[src/rtl/cmt_pkg.sv]
`timescale 1ns/1ps
package cmt_pkg;

    typedef enum logic {
        CH_HALTED,
        CH_COUNTING
    } ch_state_e;

    localparam int PRESC_W = 9;
    localparam int IE_BIT  = 6;
    localparam int OVF_BIT = 14;

    // log2 of the divide ratio for a clock-select code
    function automatic int unsigned presc_log2(input int unsigned cnt_w, input logic [2:0] sel);
        int unsigned s;
        s = 32'(sel);
        if (cnt_w == 16) begin
            return (s >= 3) ? 32'd9 : 32'd3 * s;
        end
        return (s == 0) ? 32'd0 : s - 32'd1;
    endfunction

endpackage

[src/rtl/cmt_prescaler.sv]
`timescale 1ns/1ps
module cmt_prescaler
    import cmt_pkg::*;
#(
    parameter int CNT_W = 16
) (
    input  logic       clk,
    input  logic       rst_n,
    input  logic       active,
    input  logic [2:0] sel,
    output logic       tick
);
    logic [PRESC_W-1:0] presc_q;
    logic [PRESC_W-1:0] mask;
    int unsigned        lg;

    always_comb begin
        lg   = presc_log2(CNT_W, sel);
        mask = PRESC_W'((32'd1 << lg) - 32'd1);
        tick = active && ((presc_q & mask) == mask);
    end

    always_ff @(posedge clk or negedge rst_n) begin
        if (!rst_n) begin
            presc_q <= '0;
        end else if (active) begin
            presc_q <= presc_q + PRESC_W'(1);
        end else begin
            presc_q <= '0;
        end
    end

    // with a divide above one, ticks are never on adjacent edges
    p_no_double_tick_r4: assert property (@(posedge clk) disable iff (!rst_n)
        (tick && mask != '0) |=> (!tick || !$stable(sel)));

endmodule

[src/rtl/cmt_channel.sv]
`timescale 1ns/1ps
module cmt_channel
    import cmt_pkg::*;
#(
    parameter int CNT_W = 16
) (
    input  logic             clk,
    input  logic             rst_n,
    input  logic             run,
    input  logic             wr_csr,
    input  logic             wr_cnt,
    input  logic             wr_cmp,
    input  logic [CNT_W-1:0] wdata,
    output logic [15:0]      csr_rd,
    output logic [CNT_W-1:0] cnt_q,
    output logic [CNT_W-1:0] cmp_q,
    output logic             irq
);
    localparam int          FM_BIT    = (CNT_W == 16) ? 7 : 15;
    localparam logic [15:0] CTRL_MASK = (CNT_W == 16) ? 16'h007F : 16'h3FFF;

    ch_state_e   state_q, state_d;
    logic        active;
    logic        tick;
    logic [15:0] ctrl_q;
    logic        fm_q;
    logic        ovf_flag;
    logic        match_hit;
    logic        wrap_hit;

    // state register
    always_ff @(posedge clk or negedge rst_n) begin
        if (!rst_n) state_q <= CH_HALTED;
        else        state_q <= state_d;
    end

    // next state: RUN_SET and RUN_CLEAR
    always_comb begin
        state_d = state_q;
        unique case (state_q)
            CH_HALTED:   if (run)  state_d = CH_COUNTING;
            CH_COUNTING: if (!run) state_d = CH_HALTED;
        endcase
    end

    // state outputs
    always_comb begin
        active = (state_q == CH_COUNTING);
    end

    cmt_prescaler #(.CNT_W(CNT_W)) u_presc (
        .clk    (clk),
        .rst_n  (rst_n),
        .active (active),
        .sel    (ctrl_q[2:0]),
        .tick   (tick)
    );

    always_comb begin
        match_hit = tick && (cnt_q == cmp_q);
        wrap_hit  = tick && (cnt_q != cmp_q) && (&cnt_q);
    end

    always_ff @(posedge clk or negedge rst_n) begin
        if (!rst_n) begin
            cnt_q <= '0;
        end else if (wr_cnt) begin
            cnt_q <= wdata;
        end else if (match_hit) begin
            cnt_q <= '0;
        end else if (tick) begin
            cnt_q <= cnt_q + CNT_W'(1);
        end
    end

    always_ff @(posedge clk or negedge rst_n) begin
        if (!rst_n) cmp_q <= '1;
        else if (wr_cmp) cmp_q <= wdata;
    end

    always_ff @(posedge clk or negedge rst_n) begin
        if (!rst_n) begin
            ctrl_q <= '0;
            fm_q   <= 1'b0;
        end else if (wr_csr) begin
            ctrl_q <= wdata[15:0] & CTRL_MASK;
            fm_q   <= match_hit | (fm_q & wdata[FM_BIT]);
        end else begin
            fm_q   <= fm_q | match_hit;
        end
    end

    generate
        if (CNT_W > 16) begin : g_ovf
            logic ovf_q;
            always_ff @(posedge clk or negedge rst_n) begin
                if (!rst_n)      ovf_q <= 1'b0;
                else if (wr_csr) ovf_q <= wrap_hit | (ovf_q & wdata[OVF_BIT]);
                else             ovf_q <= ovf_q | wrap_hit;
            end
            assign ovf_flag = ovf_q;
        end else begin : g_no_ovf
            assign ovf_flag = 1'b0;
        end
    endgenerate

    always_comb begin
        csr_rd          = ctrl_q;
        csr_rd[FM_BIT]  = fm_q;
        csr_rd[OVF_BIT] = ovf_flag;
        irq             = fm_q & ctrl_q[IE_BIT];
    end

    // a tick at the compare value returns to zero and raises the flag
    p_wrap_zero_r5: assert property (@(posedge clk) disable iff (!rst_n)
        (tick && !wr_cnt && cnt_q == cmp_q) |=> (cnt_q == '0 && fm_q));

    // hardware set beats a clearing write in the same cycle
    p_hw_set_wins_r7: assert property (@(posedge clk) disable iff (!rst_n)
        (tick && cnt_q == cmp_q) |=> fm_q);

    // the interrupt level is held until a control/status write
    p_irq_hold_r8: assert property (@(posedge clk) disable iff (!rst_n)
        (irq && !wr_csr) |=> irq);

    // a halted channel keeps its count
    p_halt_frozen_r3: assert property (@(posedge clk) disable iff (!rst_n)
        (state_q == CH_HALTED && !wr_cnt) |=> $stable(cnt_q));

    // away from compare and all ones, a tick only increments
    p_late_cmp_r6: assert property (@(posedge clk) disable iff (!rst_n)
        (tick && !wr_cnt && cnt_q != cmp_q && !(&cnt_q)) |=> cnt_q == $past(cnt_q) + CNT_W'(1));

endmodule

[src/rtl/cmt_timer.sv]
`timescale 1ns/1ps
module cmt_timer #(
    parameter int NCH   = 2,
    parameter int CNT_W = 16,
    parameter int AW    = 8
) (
    input  logic             clk,
    input  logic             rst_n,
    input  logic             bus_wr,
    input  logic [AW-1:0]    bus_addr,
    input  logic [CNT_W-1:0] bus_wdata,
    output logic [CNT_W-1:0] bus_rdata,
    output logic [NCH-1:0]   irq
);
    localparam int STRIDE  = CNT_W / 8;
    localparam int CH_SPAN = 4 * STRIDE;

    logic [NCH-1:0]   run_q;
    logic [15:0]      csr_rd [NCH];
    logic [CNT_W-1:0] cnt_rd [NCH];
    logic [CNT_W-1:0] cmp_rd [NCH];
    logic             wr_run;

    always_comb wr_run = bus_wr && (bus_addr == '0);

    always_ff @(posedge clk or negedge rst_n) begin
        if (!rst_n)      run_q <= '0;
        else if (wr_run) run_q <= bus_wdata[NCH-1:0];
    end

    generate
        for (genvar c = 0; c < NCH; c++) begin : g_ch
            localparam logic [AW-1:0] BASE = AW'((c + 1) * CH_SPAN);
            cmt_channel #(.CNT_W(CNT_W)) u_ch (
                .clk    (clk),
                .rst_n  (rst_n),
                .run    (run_q[c]),
                .wr_csr (bus_wr && bus_addr == BASE),
                .wr_cnt (bus_wr && bus_addr == BASE + AW'(STRIDE)),
                .wr_cmp (bus_wr && bus_addr == BASE + AW'(2 * STRIDE)),
                .wdata  (bus_wdata),
                .csr_rd (csr_rd[c]),
                .cnt_q  (cnt_rd[c]),
                .cmp_q  (cmp_rd[c]),
                .irq    (irq[c])
            );
        end
    endgenerate

    always_comb begin
        bus_rdata = '0;
        if (bus_addr == '0) bus_rdata = CNT_W'(run_q);
        for (int c = 0; c < NCH; c++) begin
            if (bus_addr == AW'((c + 1) * CH_SPAN))              bus_rdata = CNT_W'(csr_rd[c]);
            if (bus_addr == AW'((c + 1) * CH_SPAN + STRIDE))     bus_rdata = cnt_rd[c];
            if (bus_addr == AW'((c + 1) * CH_SPAN + 2 * STRIDE)) bus_rdata = cmp_rd[c];
        end
    end

    // the run register takes exactly the written bits
    p_start_write_r3: assert property (@(posedge clk) disable iff (!rst_n)
        wr_run |=> run_q == $past(bus_wdata[NCH-1:0]));

endmodule

[config.mk]
export PLATFORM = sky130hd
export DESIGN_NAME = cmt_timer
export DESIGN_NICKNAME = d
export VERILOG_FILES = /design/src/rtl/cmt_pkg.sv /design/src/rtl/cmt_prescaler.sv /design/src/rtl/cmt_channel.sv /design/src/rtl/cmt_timer.sv
export SDC_FILE = /design/constraint.sdc
export NUM_CORES = 1
export LEC_CHECK = 0
export BUFFER_PORTS_ARGS = -buffer_cell sky130_fd_sc_hd__buf_2
export CAP_MARGIN = 15
export CORE_UTILIZATION = 52
export CTS_BUF_LIST = sky130_fd_sc_hd__clkbuf_8
export DETAILED_ROUTE_END_ITERATION = 8
export PLACE_DENSITY = 0.66
export SLEW_MARGIN = 10
export SYNTH_ARGS = -nofsm -noshare
export SYNTH_HDL_FRONTEND = slang
export SYNTH_SLANG_ARGS = --single-unit
[constraint.sdc]
create_clock -name clk -period 5.64 [get_ports clk]
set_input_delay 0.282 -clock clk [delete_from_list [all_inputs] [get_ports clk]]
set_output_delay 0.282 -clock clk [all_outputs]
set_load 0.02 [all_outputs]
==> impl_metrics.prom, run 1 <==
# TYPE chip_impl_metric gauge
chip_impl_info{name="worstSetupPathType",value="register to register"} 1
chip_impl_metric{name="layout.cells.non_filler",unit=""} 842
chip_impl_metric{name="crit_fanout",unit=""} 29
chip_impl_metric{name="finClkSkew",unit="ps"} 5.89
chip_impl_info{name="timing.rr.end",value="g_ch[1].u_ch.cnt_q[10]$_DFFE_PN0P_"} 1
chip_impl_metric{name="cts.reportedPaths.clkPinSlew",unit="ps"} 100
chip_impl_metric{name="area_growth",unit="%"} 7.75
chip_impl_metric{name="syn_nets",unit=""} 716
chip_impl_metric{name="total_leakage_power",unit="nW"} 2.98
chip_impl_metric{name="final-max-slew-violation-count",unit=""} 0
chip_impl_metric{name="drcViolationCount",unit=""} 0
chip_impl_metric{name="cts_buffer_depth",unit=""} 2
chip_impl_metric{name="clock_sink_count",unit=""} 102
chip_impl_info{name="hp-start",value="bus_wdata[13]"} 1
chip_impl_metric{name="synth_area",unit="mm²"} 0.00638
chip_impl_metric{name="synth-async-reset-ratio",unit=""} 1.00
chip_impl_metric{name="antennaDiodeCount",unit=""} 0
chip_impl_metric{name="floorplan.core_area",unit="mm²"} 0.0120
chip_impl_metric{name="die_area",unit="mm²"} 0.0127
chip_impl_metric{name="totalNegativeSetupSlack",unit="ps"} 0
chip_impl_metric{name="worstHoldPathCells",unit=""} 3
chip_impl_metric{name="place_inst",unit=""} 825
chip_impl_metric{name="final_min_period_over_clock_period",unit=""} 0.712
chip_impl_metric{name="setup_viol_count_final",unit=""} 0
chip_impl_metric{name="register_to_register_setup_slack",unit="ps"} 1620
chip_impl_metric{name="grt_util_all_layers",unit=""} 0.269
chip_impl_metric{name="tightest_slew",unit="ps"} 1010
chip_impl_metric{name="cts.htree.levels",unit=""} 3
chip_impl_info{name="cts_tree",value="yes"} 1
chip_impl_info{name="crit_path_end_kind",value="register"} 1
chip_impl_metric{name="power_report.internal_total",unit="mW"} 1.28
chip_impl_metric{name="drt_iter0_drc",unit=""} 448
chip_impl_info{name="outcome",value="completed"} 1
chip_impl_metric{name="sequential_power_share",unit=""} 0.506
chip_impl_metric{name="floorplan.die.height",unit="µm"} 113
chip_impl_metric{name="drt-pass1-iter-count",unit=""} 9
chip_impl_metric{name="antenna_violations_before_repair",unit=""} 0
chip_impl_metric{name="vdd_drop_max",unit="µV"} 222
chip_impl_metric{name="final_area",unit="mm²"} 0.00687
chip_impl_metric{name="required",unit="ps"} 5930
chip_impl_metric{name="synth-seq-area-share",unit=""} 0.407
chip_impl_metric{name="dp_hpwl",unit="mm"} 11.6
chip_impl_metric{name="grt_pass1_wl",unit="mm"} 26.6
chip_impl_metric{name="cts_inserted_buffers",unit=""} 9
chip_impl_metric{name="clockPowerShare",unit=""} 0.270
chip_impl_info{name="yosys_most_used_dff",value="dfrtp_1"} 1
chip_impl_metric{name="routed_wirelength",unit="mm"} 16.2
chip_impl_metric{name="place.port_buffers",unit=""} 44
chip_impl_metric{name="synth_cells",unit=""} 673
chip_impl_metric{name="yosysWarnings",unit=""} 0
chip_impl_metric{name="cts.repair_timing.setup_buffer_count",unit=""} 0
chip_impl_metric{name="switchingPower",unit="mW"} 0.635
chip_impl_metric{name="dr_total_vias",unit=""} 5307
chip_impl_info{name="holdCritPathClass",value="input port to register"} 1
chip_impl_info{name="cts_root_buf",value="clkbuf_8"} 1
chip_impl_metric{name="rr_worst_depth",unit=""} 11
chip_impl_metric{name="detail_route.vias_per_cell",unit=""} 6.30
chip_impl_metric{name="layout.nets",unit=""} 733
chip_impl_metric{name="final_period_minus_worst_setup_slack",unit="ps"} 4020
chip_impl_metric{name="slew_headroom",unit=""} 0.316
chip_impl_metric{name="max_clock_freq",unit="MHz"} 249
chip_impl_metric{name="worst_path_arrival",unit="ps"} 4310
chip_impl_metric{name="ctsResizeCount",unit=""} 0
chip_impl_metric{name="routed_wire_length_per_instance",unit="µm"} 19.2
chip_impl_metric{name="synth-edff-count",unit=""} 0
chip_impl_metric{name="final_layout_size_suffix_gt1_frac",unit=""} 0.219
chip_impl_metric{name="comb_power_share",unit=""} 0.224
chip_impl_metric{name="ys_ff_latch",unit=""} 102
chip_impl_metric{name="finalWeightedCongestion",unit=""} 0.865
chip_impl_info{name="unrepaired_setup_endpoints_after_global_routing",value="false"} 1
chip_impl_metric{name="clock_insertion_delay_worst_skew",unit="ps"} 390
chip_impl_metric{name="switching_share",unit=""} 0.331
chip_impl_metric{name="globalRouteOverflowTotal",unit=""} 0
chip_impl_metric{name="start_util",unit=""} 0.533
chip_impl_info{name="category_of_the_worst_setup_path_launch_point",value="register"} 1
chip_impl_metric{name="fp-row-count",unit=""} 40
chip_impl_info{name="hold_end",value="g_ch[0].u_ch.cnt_q[13]$_DFFE_PN0P_"} 1
chip_impl_metric{name="die_w",unit="µm"} 113
chip_impl_metric{name="via_count_of_the_first_global_routing_pass",unit=""} 5088
chip_impl_metric{name="io-pin-count",unit=""} 45
chip_impl_metric{name="antenna_violating_nets_post_route",unit=""} 0
chip_impl_metric{name="post_synth.cell_area_avg",unit="µm²"} 9.47
chip_impl_info{name="crit-reg2reg-launch",value="g_ch[1].u_ch.ctrl_q[0]$_DFFE_PN0P_"} 1
chip_impl_metric{name="final.hold.worst_slack",unit="ps"} 185
chip_impl_metric{name="maxCapViolCount",unit=""} 0
chip_impl_metric{name="place_area",unit="mm²"} 0.00665
chip_impl_metric{name="power.density",unit="mW/mm²"} 279
chip_impl_metric{name="grt_start_max_net_pins",unit=""} 68
chip_impl_metric{name="hold_viol",unit=""} 0
chip_impl_metric{name="synth_cell_types",unit=""} 56
-- worst max-delay path, stage by stage (launching register included) --
cell	delay [ps]
dfrtp_1	490
ha_1	280
inv_1	70
fa_1	540
and2b_1	220
nand4_1	140
ha_1	300
o21ai_0	70
nor4_1	330
or4b_4	660
or4b_4	570
o31ai_1	230
-- cell usage in the layout (no fill, tap or decap), types with 4 or more instances in the layout --
cell and n:
dfrtp_1 70, nor2_1 55, nand2_1 49, mux2_2 49
o21ai_0 44, buf_2 43, dfstp_2 32, a21oi_1 30
xnor2_1 22, nand3_1 21, a31oi_1 21, xor2_1 20
and2_1 17, nor2b_1 14, ha_1 14, and3_1 13
nand4_1 13, a22oi_1 13, inv_1 12, nor3_1 11
a32oi_1 11, nor4_1 10, clkbuf_8 10, or3_1 8
a222oi_1 8, or4_1 7, buf_4 6, nor4b_1 5
nor3b_1 5, mux2i_1 5, a2111oi_0 5, or4b_1 5
a21boi_0 4, nand3b_1 4, and4_1 4
-- area by class of cell --
| class | instances | area, µm² |
|---|---|---|
| fill | 1047 | 5090 |
| multi-input combinational | 517 | 3570 |
| sequential | 102 | 2590 |
| timing repair buffer | 50 | 270 |
| tap | 147 | 184 |
| clock buffer | 10 | 138 |
| clock inverter | 6 | 77.6 |
| inverter | 10 | 37.5 |
-- power by group through the flow --
stage / clock [mW] / sequential, mW / combinational, mW
global placement: 0 / 0.974 / 0.415
detailed placement: 0 / 0.977 / 0.429
global route: 0.554 / 0.986 / 0.489
finish: 0.518 / 0.970 / 0.429
floorplan: 0 / 0.915 / 0.340
CTS: 0.529 / 0.964 / 0.431
-- cell families (layout without fill, tap and decap cells) --
group,after synthesis,in the layout,synth area share
XOR/XNOR,42,42,0.0577
buffers and inverters,54,76,0.0343
adder cells (fa/ha/maj),16,16,0.0338
multiplexers,55,55,0.0967
AO/OA/AOI/OAI,148,148,0.149
flip-flops,102,102,0.407
AND/OR/NAND/NOR,256,256,0.222
-- cells in the mapped netlist (7+ instances only) --
cell      count  share of area
a31oi_1      21          0.021
ha_1         14          0.027
nor2b_1      14          0.014
mux2_2       49          0.087
dfrtp_1      70           0.27
nand3_1      21          0.016
dfstp_2      32           0.13
nand2_1      49          0.029
nor2_1       55          0.032
a222oi_1      8          0.013
and3_1       13          0.013
or3_1         8         0.0078
a32oi_1      11          0.015
nor3_1       11         0.0086
xor2_1       20          0.027
a22oi_1      13          0.015
nand4_1      13          0.013
nor4_1       11          0.011
clkbuf_1     39          0.023
a21oi_1      30          0.024
and2_1       17          0.017
xnor2_1      22          0.030
inv_1        10         0.0059
or4_1         7         0.0082
o21ai_0      44          0.035
-- metal layers --
layer	wire (µm)	track usage
met5	0	0
met1	7680	0.377
met3	801	0.0493
met4	257	0.0836
met2	7460	0.425
-- registers in the layout, summed over array words and instances (netlist names) --
register and flops:
g_ch.u_ch.active 2, g_ch.u_ch.cmp_q 32, g_ch.u_ch.cnt_q 32, g_ch.u_ch.ctrl_q 14, g_ch.u_ch.fm_q 2, g_ch.u_ch.u_presc.presc_q 18, run_q 2
-- worst max path at each step --
| stage | startpoint | endpoint |
|---|---|---|
| 2_1_floorplan | g_ch[1].u_ch.ctrl_q[0]$_DFFE_PN0P_ | g_ch[1].u_ch.cnt_q[12]$_DFFE_PN0P_ |
| 3_3_place_gp | g_ch[1].u_ch.ctrl_q[0]$_DFFE_PN0P_ | g_ch[1].u_ch.cnt_q[12]$_DFFE_PN0P_ |
| 3_5_place_dp | g_ch[1].u_ch.ctrl_q[0]$_DFFE_PN0P_ | g_ch[1].u_ch.cnt_q[10]$_DFFE_PN0P_ |
| 4_1_cts | g_ch[1].u_ch.ctrl_q[0]$_DFFE_PN0P_ | g_ch[1].u_ch.cnt_q[10]$_DFFE_PN0P_ |
| 5_1_grt | g_ch[1].u_ch.ctrl_q[0]$_DFFE_PN0P_ | g_ch[1].u_ch.cnt_q[10]$_DFFE_PN0P_ |
| 6_report | g_ch[1].u_ch.ctrl_q[0]$_DFFE_PN0P_ | g_ch[1].u_ch.cnt_q[10]$_DFFE_PN0P_ |
-- repair_timing --
item	CTS	global route
endpoints found under the setup margin	0	0
hold endpoints to repair	18	0
hold buffers	1	0
-- through the flow --
stage	setup WS, ps	power (mW)	util
after floorplan	2060	1.26	-
after global placement	1870	1.39	0.556
after detailed placement	1700	1.41	0.556
after CTS	1650	1.92	0.574
after global routing	1330	2.03	0.574
final	1620	1.92	0.574
Note: power is estimated with default switching activity, not from simulation.
==> inputs of run 2 (changes only) <==
Settings changed: PLACE_DENSITY 0.66 to 0.69.
Clock period 5.64 ns to 3.6 ns, I/O delays scaled along.
==> run 2 against run 1 <==
- the run now ends with setup timing left
- non-clock buffer count is 23 higher
- global-route usage is 0.19 points lower
- clock power is 23% higher
- clock-buffer cell count is 1 lower
- sequential share of layout area is 1.0 points lower
- flip-flop and latch count stayed put
- die area stayed put
- worst setup slack worse by 1600 ps
- hold slack worse by 99 ps
- largest cell class unchanged
- highest routed layer unchanged
==> impl_metrics.prom, run 2 (synthesis results as in run 1) <==
# TYPE chip_impl_metric gauge
chip_impl_metric{name="power.density",unit="mW/mm²"} 410
chip_impl_info{name="crit_path_end_kind",value="register"} 1
chip_impl_metric{name="final_min_period_over_clock_period",unit=""} 1.00
chip_impl_metric{name="grt_util_all_layers",unit=""} 0.267
chip_impl_metric{name="setup_slack_after_layout",unit="ps"} -7.72
chip_impl_info{name="critical_path.slowest_cell",value="fa_1"} 1
chip_impl_metric{name="globalRouteOverflowTotal",unit=""} 0
chip_impl_metric{name="power_report.internal_total",unit="mW"} 1.87
chip_impl_metric{name="switching_share",unit=""} 0.354
chip_impl_metric{name="grt_start_max_net_pins",unit=""} 48
chip_impl_metric{name="place.port_buffers",unit=""} 44
chip_impl_info{name="outcome",value="finished with violations"} 1
chip_impl_metric{name="final-max-slew-violation-count",unit=""} 0
chip_impl_info{name="cell_chain_of_the_critical_path",value="ha_2 -> inv_2 -> fa_1 -> and2b_2 -> nand4_1 -> ha_1 -> o21ai_2 -> nor4_2 -> buf_4 -> or4b_4 -> buf_4 -> or4_1 -> a31oi_1"} 1
chip_impl_metric{name="place_area",unit="mm²"} 0.00678
chip_impl_metric{name="placement.setup.worst_slack",unit="ps"} 48.7
chip_impl_metric{name="start_util",unit=""} 0.533
chip_impl_metric{name="finalWeightedCongestion",unit=""} 0.870
chip_impl_info{name="reg.largest.list",value="g_ch.u_ch.cmp_q (32), g_ch.u_ch.cnt_q (32), g_ch.u_ch.u_presc.presc_q (18)"} 1
chip_impl_metric{name="tightest_slew",unit="ps"} 892
chip_impl_metric{name="io-pin-count",unit=""} 45
chip_impl_metric{name="setup_viol_count_final",unit=""} 3
chip_impl_metric{name="sequential_power_share",unit=""} 0.524
chip_impl_metric{name="clockPowerShare",unit=""} 0.220
chip_impl_metric{name="drt_iter0_drc",unit=""} 539
chip_impl_metric{name="switchingPower",unit="mW"} 1.03
chip_impl_info{name="cts_root_buf",value="clkbuf_8"} 1
chip_impl_metric{name="finClkSkew",unit="ps"} 11.6
chip_impl_info{name="holdCritPathClass",value="input port to register"} 1
chip_impl_metric{name="antenna_violating_nets_post_route",unit=""} 0
chip_impl_metric{name="layout.filler_cells",unit=""} 1028
chip_impl_metric{name="floorplan.core_area",unit="mm²"} 0.0120
chip_impl_metric{name="worst_path_arrival",unit="ps"} 3910
chip_impl_info{name="category_of_the_worst_setup_path_launch_point",value="register"} 1
chip_impl_metric{name="fp-row-count",unit=""} 40
chip_impl_metric{name="routed_wire_length_per_instance",unit="µm"} 18.8
chip_impl_metric{name="dp_hpwl",unit="mm"} 11.6
chip_impl_metric{name="register_to_register_setup_slack",unit="ps"} -8
chip_impl_metric{name="drt-pass1-iter-count",unit=""} 6
chip_impl_info{name="final_common_cell",value="dfrtp_1"} 1
chip_impl_metric{name="maxCapViolCount",unit=""} 0
chip_impl_metric{name="layout.nets",unit=""} 757
chip_impl_metric{name="final_area",unit="mm²"} 0.00707
chip_impl_metric{name="antenna_violations_before_repair",unit=""} 0
chip_impl_metric{name="cts.htree.levels",unit=""} 3
chip_impl_metric{name="floorplan.die.height",unit="µm"} 113
chip_impl_metric{name="crit_fanout",unit=""} 5
chip_impl_metric{name="via_count_of_the_first_global_routing_pass",unit=""} 5206
chip_impl_metric{name="final_layout_size_suffix_gt1_frac",unit=""} 0.256
chip_impl_metric{name="hold_viol",unit=""} 0
chip_impl_metric{name="detail_route.vias_per_cell",unit=""} 6.26
chip_impl_metric{name="comb_power_share",unit=""} 0.256
chip_impl_metric{name="drcViolationCount",unit=""} 0
chip_impl_metric{name="layout.cells.non_filler",unit=""} 866
chip_impl_metric{name="place_inst",unit=""} 841
chip_impl_metric{name="total_leakage_power",unit="nW"} 3.08
chip_impl_info{name="worst_path_most_repeated_cell",value="buf_4"} 1
chip_impl_info{name="unrepaired_setup_endpoints_after_global_routing",value="true"} 1
chip_impl_metric{name="cts_inserted_buffers",unit=""} 9
chip_impl_metric{name="area_growth",unit="%"} 10.8
chip_impl_metric{name="grt_pass1_wl",unit="mm"} 26.5
chip_impl_info{name="violations",value="setup timing"} 1
chip_impl_metric{name="slew_headroom",unit=""} 0.406
chip_impl_metric{name="die_area",unit="mm²"} 0.0127
chip_impl_metric{name="clock_insertion_delay_worst_skew",unit="ps"} 380
chip_impl_metric{name="dr_total_vias",unit=""} 5422
chip_impl_metric{name="power",unit="mW"} 2.90
chip_impl_metric{name="critPathMaxStageDelay",unit="ps"} 530
chip_impl_info{name="cts_tree",value="yes"} 1
chip_impl_metric{name="totalNegativeSetupSlack",unit="ps"} -10.8
chip_impl_metric{name="final_period_minus_worst_setup_slack",unit="ps"} 3610
chip_impl_metric{name="vdd_drop_max",unit="µV"} 421
chip_impl_metric{name="routed_wirelength",unit="mm"} 16.3
chip_impl_metric{name="required",unit="ps"} 3910
chip_impl_metric{name="clock_sink_count",unit=""} 102
chip_impl_metric{name="max_clock_freq",unit="MHz"} 277
chip_impl_info{name="worstSetupPathType",value="register to register"} 1
chip_impl_metric{name="cts_buffer_depth",unit=""} 2
chip_impl_metric{name="cts.reportedPaths.clkPinSlew",unit="ps"} 100
chip_impl_metric{name="antennaDiodeCount",unit=""} 0
chip_impl_metric{name="die_w",unit="µm"} 113
chip_impl_info{name="layout_common_cells",value="dfrtp_1 (70), nor2_1 (55), nand2_1 (49), mux2_2 (49), buf_2 (43)"} 1
## run 2: cell count changes in the layout (fill, tap and decap cells not counted), moves of 2 or more
cell       delta
buf_4        +20
buf_6         +2
bufinv_16     -2
ha_1          -2
ha_2          +2
inv_1         +2
o21ai_0       -2
o31ai_1       -2
## run 2: layout make-up
type                       count  area [µm²]  area share
clock buffer                   9         124      0.0175
clock inverter                 7        30.0     0.00425
inverter                      10        37.5     0.00531
multi-input combinational    518        3630       0.514
sequential                   102        2590       0.367
tap                          147         184      0.0260
timing repair buffer          73         463      0.0655
## run 2: final timing paths
kind                                                          from                                        end  depth (start not counted)
min in group asynchronous                                    rst_n         g_ch[0].u_ch.cnt_q[15]$_DFFE_PN0P_                          2
max in group asynchronous                                    rst_n  g_ch[0].u_ch.u_presc.presc_q[7]$_DFF_PN0_                          3
worst min register to register                run_q[0]$_DFFE_PN0P_              g_ch[0].u_ch.active$_DFF_PN0_                          0
worst max register to register  g_ch[1].u_ch.ctrl_q[1]$_DFFE_PN0P_          g_ch[1].u_ch.cnt_q[7]$_DFFE_PN0P_                         13
worst max-delay path            g_ch[1].u_ch.ctrl_q[1]$_DFFE_PN0P_          g_ch[1].u_ch.cnt_q[7]$_DFFE_PN0P_                         13
worst min-delay path                                 bus_wdata[15]         g_ch[0].u_ch.cnt_q[15]$_DFFE_PN0P_                          3
## run 2: critical path, delay by kind of cell (launching register included)
family                     cells  cell delay [ps]
and+or+nand+nor                5             1500
adders and majority gates      3             1050
DFF                            1              390
buffers and inverters          3              370
AOI/OAI and AO/OA              2              220
## run 2: power groups by stage
stage | registers, mW | clock network (mW) | logic (mW)
3_5_place_dp | 1.53 | 0 | 0.691
2_1_floorplan | 1.43 | 0 | 0.532
6_report | 1.52 | 0.638 | 0.743
4_1_cts | 1.51 | 0.656 | 0.702
5_1_grt | 1.55 | 0.695 | 0.822
3_3_place_gp | 1.52 | 0 | 0.664
## run 2: per-layer routing
metal / vias to the layer above / share of wire / GRT usage
li1: 2575 / - / -
met1: 2648 / 0.45 / 0.371
met3: 27 / 0.052 / 0.0498
met2: 172 / 0.47 / 0.422
met5: - / 0 / 0
met4: 0 / 0.021 / 0.0898
## run 2: what timing repair did
action | in CTS | in global routing
pin swaps | 1 | 15
hold endpoints to repair | 22 | 0
setup endpoints to repair | 5 | 32
hold buffers | 1 | 0
gates cloned | 1 | 0
gates resized for setup | 1 | 17
setup buffers | 0 | 7
## run 2: stage by stage
step                utilization  hold WS (ps)
detailed placement        0.567          97.6
global route              0.591          91.2
CTS                       0.582          61.7
finish                    0.591          85.3
floorplan                     -          -116
global placement          0.567          91.0
==> inputs of run 3 (changes only) <==
Settings changed: CTS_BUF_LIST sky130_fd_sc_hd__clkbuf_8 to not set.
==> run 3 against run 2 <==
- the flow now finishes without violations
- largest cell class unchanged
- worst setup slack better by 26 ps
- cell count rose by 0.12%
- critical path type unchanged
- clock skew fell by 4.2 ps
- combinational power up 2%
- sequential power about the same
- largest power group unchanged
==> impl_metrics.prom, run 3 (synthesis results as in run 1) <==
# TYPE chip_impl_metric gauge
chip_impl_info{name="outcome",value="completed"} 1
chip_impl_metric{name="power.density",unit="mW/mm²"} 443
chip_impl_metric{name="place.port_buffers",unit=""} 44
chip_impl_info{name="layout_common_cells",value="dfrtp_1 (70), nor2_1 (55), nand2_1 (49), mux2_2 (49)"} 1
chip_impl_metric{name="sequential_power_share",unit=""} 0.478
chip_impl_info{name="crit_path_end_kind",value="register"} 1
chip_impl_metric{name="cts_inserted_buffers",unit=""} 9
chip_impl_metric{name="cts_buffer_depth",unit=""} 2
chip_impl_metric{name="antennaDiodeCount",unit=""} 0
chip_impl_info{name="final_common_cell",value="dfrtp_1"} 1
chip_impl_info{name="reg.largest.list",value="g_ch.u_ch.cmp_q (32), g_ch.u_ch.cnt_q (32), g_ch.u_ch.u_presc.presc_q (18)"} 1
chip_impl_metric{name="drcViolationCount",unit=""} 0
chip_impl_metric{name="max_clock_freq",unit="MHz"} 279
chip_impl_metric{name="final_min_period_over_clock_period",unit=""} 0.995
chip_impl_metric{name="final.hold.worst_slack",unit="ps"} 114
chip_impl_metric{name="routed_wire_length_per_instance",unit="µm"} 19.0
chip_impl_metric{name="antenna_violating_nets_post_route",unit=""} 0
chip_impl_info{name="worstSetupPathType",value="register to register"} 1
chip_impl_metric{name="grt_pass1_wl",unit="mm"} 26.7
chip_impl_metric{name="final_layout_size_suffix_gt1_frac",unit=""} 0.256
chip_impl_metric{name="final_area",unit="mm²"} 0.00718
chip_impl_metric{name="fp-row-count",unit=""} 40
chip_impl_metric{name="clock_sink_count",unit=""} 102
chip_impl_metric{name="grt_util_all_layers",unit=""} 0.269
chip_impl_metric{name="die_area",unit="mm²"} 0.0127
chip_impl_metric{name="detailroute.wirelength.met2",unit="mm"} 7.88
chip_impl_metric{name="drt_iter0_drc",unit=""} 580
chip_impl_info{name="category_of_the_worst_setup_path_launch_point",value="register"} 1
chip_impl_info{name="cts_root_buf",value="clkbuf_16"} 1
chip_impl_metric{name="clock_insertion_delay_worst_skew",unit="ps"} 360
chip_impl_info{name="topRoutingLayerUsed",value="met4"} 1
chip_impl_metric{name="switching_share",unit=""} 0.335
chip_impl_metric{name="dp_hpwl",unit="mm"} 11.6
chip_impl_metric{name="cts.reportedPaths.clkPinSlew",unit="ps"} 70
chip_impl_metric{name="tightest_slew",unit="ps"} 894
chip_impl_metric{name="finalWeightedCongestion",unit=""} 0.870
chip_impl_info{name="unrepaired_setup_endpoints_after_global_routing",value="true"} 1
chip_impl_metric{name="floorplan.die.height",unit="µm"} 113
chip_impl_metric{name="totalNegativeSetupSlack",unit="ps"} 0
chip_impl_metric{name="start_util",unit=""} 0.533
chip_impl_metric{name="switchingPower",unit="mW"} 1.07
chip_impl_metric{name="antenna_violations_before_repair",unit=""} 0
chip_impl_metric{name="layout.nets",unit=""} 758
chip_impl_metric{name="vdd_drop_max",unit="µV"} 404
chip_impl_metric{name="hold_viol",unit=""} 0
chip_impl_metric{name="routed_wirelength",unit="mm"} 16.5
chip_impl_metric{name="via_count_of_the_first_global_routing_pass",unit=""} 5234
chip_impl_metric{name="final-max-slew-violation-count",unit=""} 0
chip_impl_metric{name="maxCapViolCount",unit=""} 0
chip_impl_metric{name="detail_route.vias_per_cell",unit=""} 6.27
chip_impl_metric{name="drt-pass1-iter-count",unit=""} 5
chip_impl_metric{name="die_w",unit="µm"} 113
chip_impl_metric{name="worst_path_arrival",unit="ps"} 3860
chip_impl_metric{name="crit_fanout",unit=""} 7
chip_impl_metric{name="wirelength_met1",unit="mm"} 7.46
chip_impl_metric{name="final_period_minus_worst_setup_slack",unit="ps"} 3580
chip_impl_metric{name="fin_util",unit=""} 0.600
chip_impl_metric{name="required",unit="ps"} 3880
chip_impl_metric{name="floorplan.core_area",unit="mm²"} 0.0120
chip_impl_metric{name="io-pin-count",unit=""} 45
chip_impl_metric{name="globalRouteOverflowTotal",unit=""} 0
chip_impl_metric{name="cts.htree.levels",unit=""} 3
chip_impl_info{name="cts_tree",value="yes"} 1
chip_impl_metric{name="finClkSkew",unit="ps"} 7.42
chip_impl_metric{name="wl_met3",unit="µm"} 787
chip_impl_metric{name="clockPowerShare",unit=""} 0.283
chip_impl_metric{name="grt_start_max_net_pins",unit=""} 48
chip_impl_metric{name="total_leakage_power",unit="nW"} 3.12
chip_impl_metric{name="setup_viol_count_final",unit=""} 0
chip_impl_metric{name="power_report.internal_total",unit="mW"} 2.11
chip_impl_metric{name="area_growth",unit="%"} 12.6
chip_impl_info{name="holdCritPathClass",value="input port to register"} 1
chip_impl_metric{name="comb_power_share",unit=""} 0.238
chip_impl_metric{name="place_area",unit="mm²"} 0.00678
chip_impl_metric{name="slew_headroom",unit=""} 0.404
chip_impl_metric{name="dr_total_vias",unit=""} 5438
-- run 3: cell count changes in the layout (fill, tap and decap cells not counted), moves of 5 or more --
cell / change
clkbuf_1: +5
inv_1: -5
clkbuf_8: -9
clkbuf_16: +9
-- run 3: power groups by stage --
stage / registers, mW / logic, mW / clock network (mW)
global route: 1.54 / 0.835 / 0.965
finish: 1.52 / 0.758 / 0.901
floorplan: 1.43 / 0.532 / 0
CTS: 1.51 / 0.706 / 0.920
global placement: 1.52 / 0.664 / 0
detailed placement: 1.53 / 0.691 / 0
-- run 3: worst paths after layout --
path	from	to	slack [ps]	cells past startpoint
min in group asynchronous	rst_n	g_ch[0].u_ch.cnt_q[15]$_DFFE_PN0P_	260	2
hold / removal	bus_wdata[15]	g_ch[0].u_ch.cnt_q[15]$_DFFE_PN0P_	110	3
setup / recovery	g_ch[1].u_ch.ctrl_q[1]$_DFFE_PN0P_	g_ch[1].u_ch.cnt_q[2]$_DFFE_PN0P_	20	13
setup reg to reg	g_ch[1].u_ch.ctrl_q[1]$_DFFE_PN0P_	g_ch[1].u_ch.cnt_q[2]$_DFFE_PN0P_	20	13
max in group asynchronous	rst_n	g_ch[1].u_ch.u_presc.presc_q[6]$_DFF_PN0_	2430	3
hold reg to reg	run_q[0]$_DFFE_PN0P_	g_ch[0].u_ch.active$_DFF_PN0_	410	0
-- run 3: area by class of cell --
| cell class | count | area (µm²) |
|---|---|---|
| Clock buffer | 14 | 244 |
| Clock inverter | 2 | 11.3 |
| Fill cell | 1010 | 4780 |
| Inverter | 10 | 37.5 |
| Multi-Input combinational cell | 518 | 3640 |
| Sequential cell | 102 | 2590 |
| Tap cell | 147 | 184 |
| Timing Repair Buffer | 74 | 470 |
-- run 3: worst max-delay path, cell delays in order (launching register included) --
cell	delay [ps]
dfrtp_1	380
ha_2	200
inv_2	40
fa_1	500
and2b_2	190
nand4_1	150
ha_4	310
o21ai_2	50
nor4_2	160
buf_4	170
or4b_4	520
buf_6	160
or4b_1	500
a31oi_1	170
-- run 3: per-layer routing --
metal  global-route usage  vias to the layer above
li1                     -                     2578
met1                0.372                     2682
met2                0.427                      156
met3               0.0498                       22
met4               0.0907                        0
met5                    0                        -
-- run 3: stage by stage --
stage               instances  power, mW  worst slack [ps]
floorplan                 673       1.97              18.7
global placement          841       2.18               121
detailed placement        841       2.22              48.7
CTS                       860       3.13              13.8
global route              867       3.34              -152
finish                    867       3.18              18.3
-- run 3: repair_timing --
action | 4_1_cts | 5_1_grt
hold endpoints to repair | 16 | 0
hold buffers | 1 | 0
resized for setup | 3 | 15
pin swaps | 2 | 10
endpoints found under the setup margin | 8 | 32
cloned | 1 | 0
setup buffers | 1 | 7
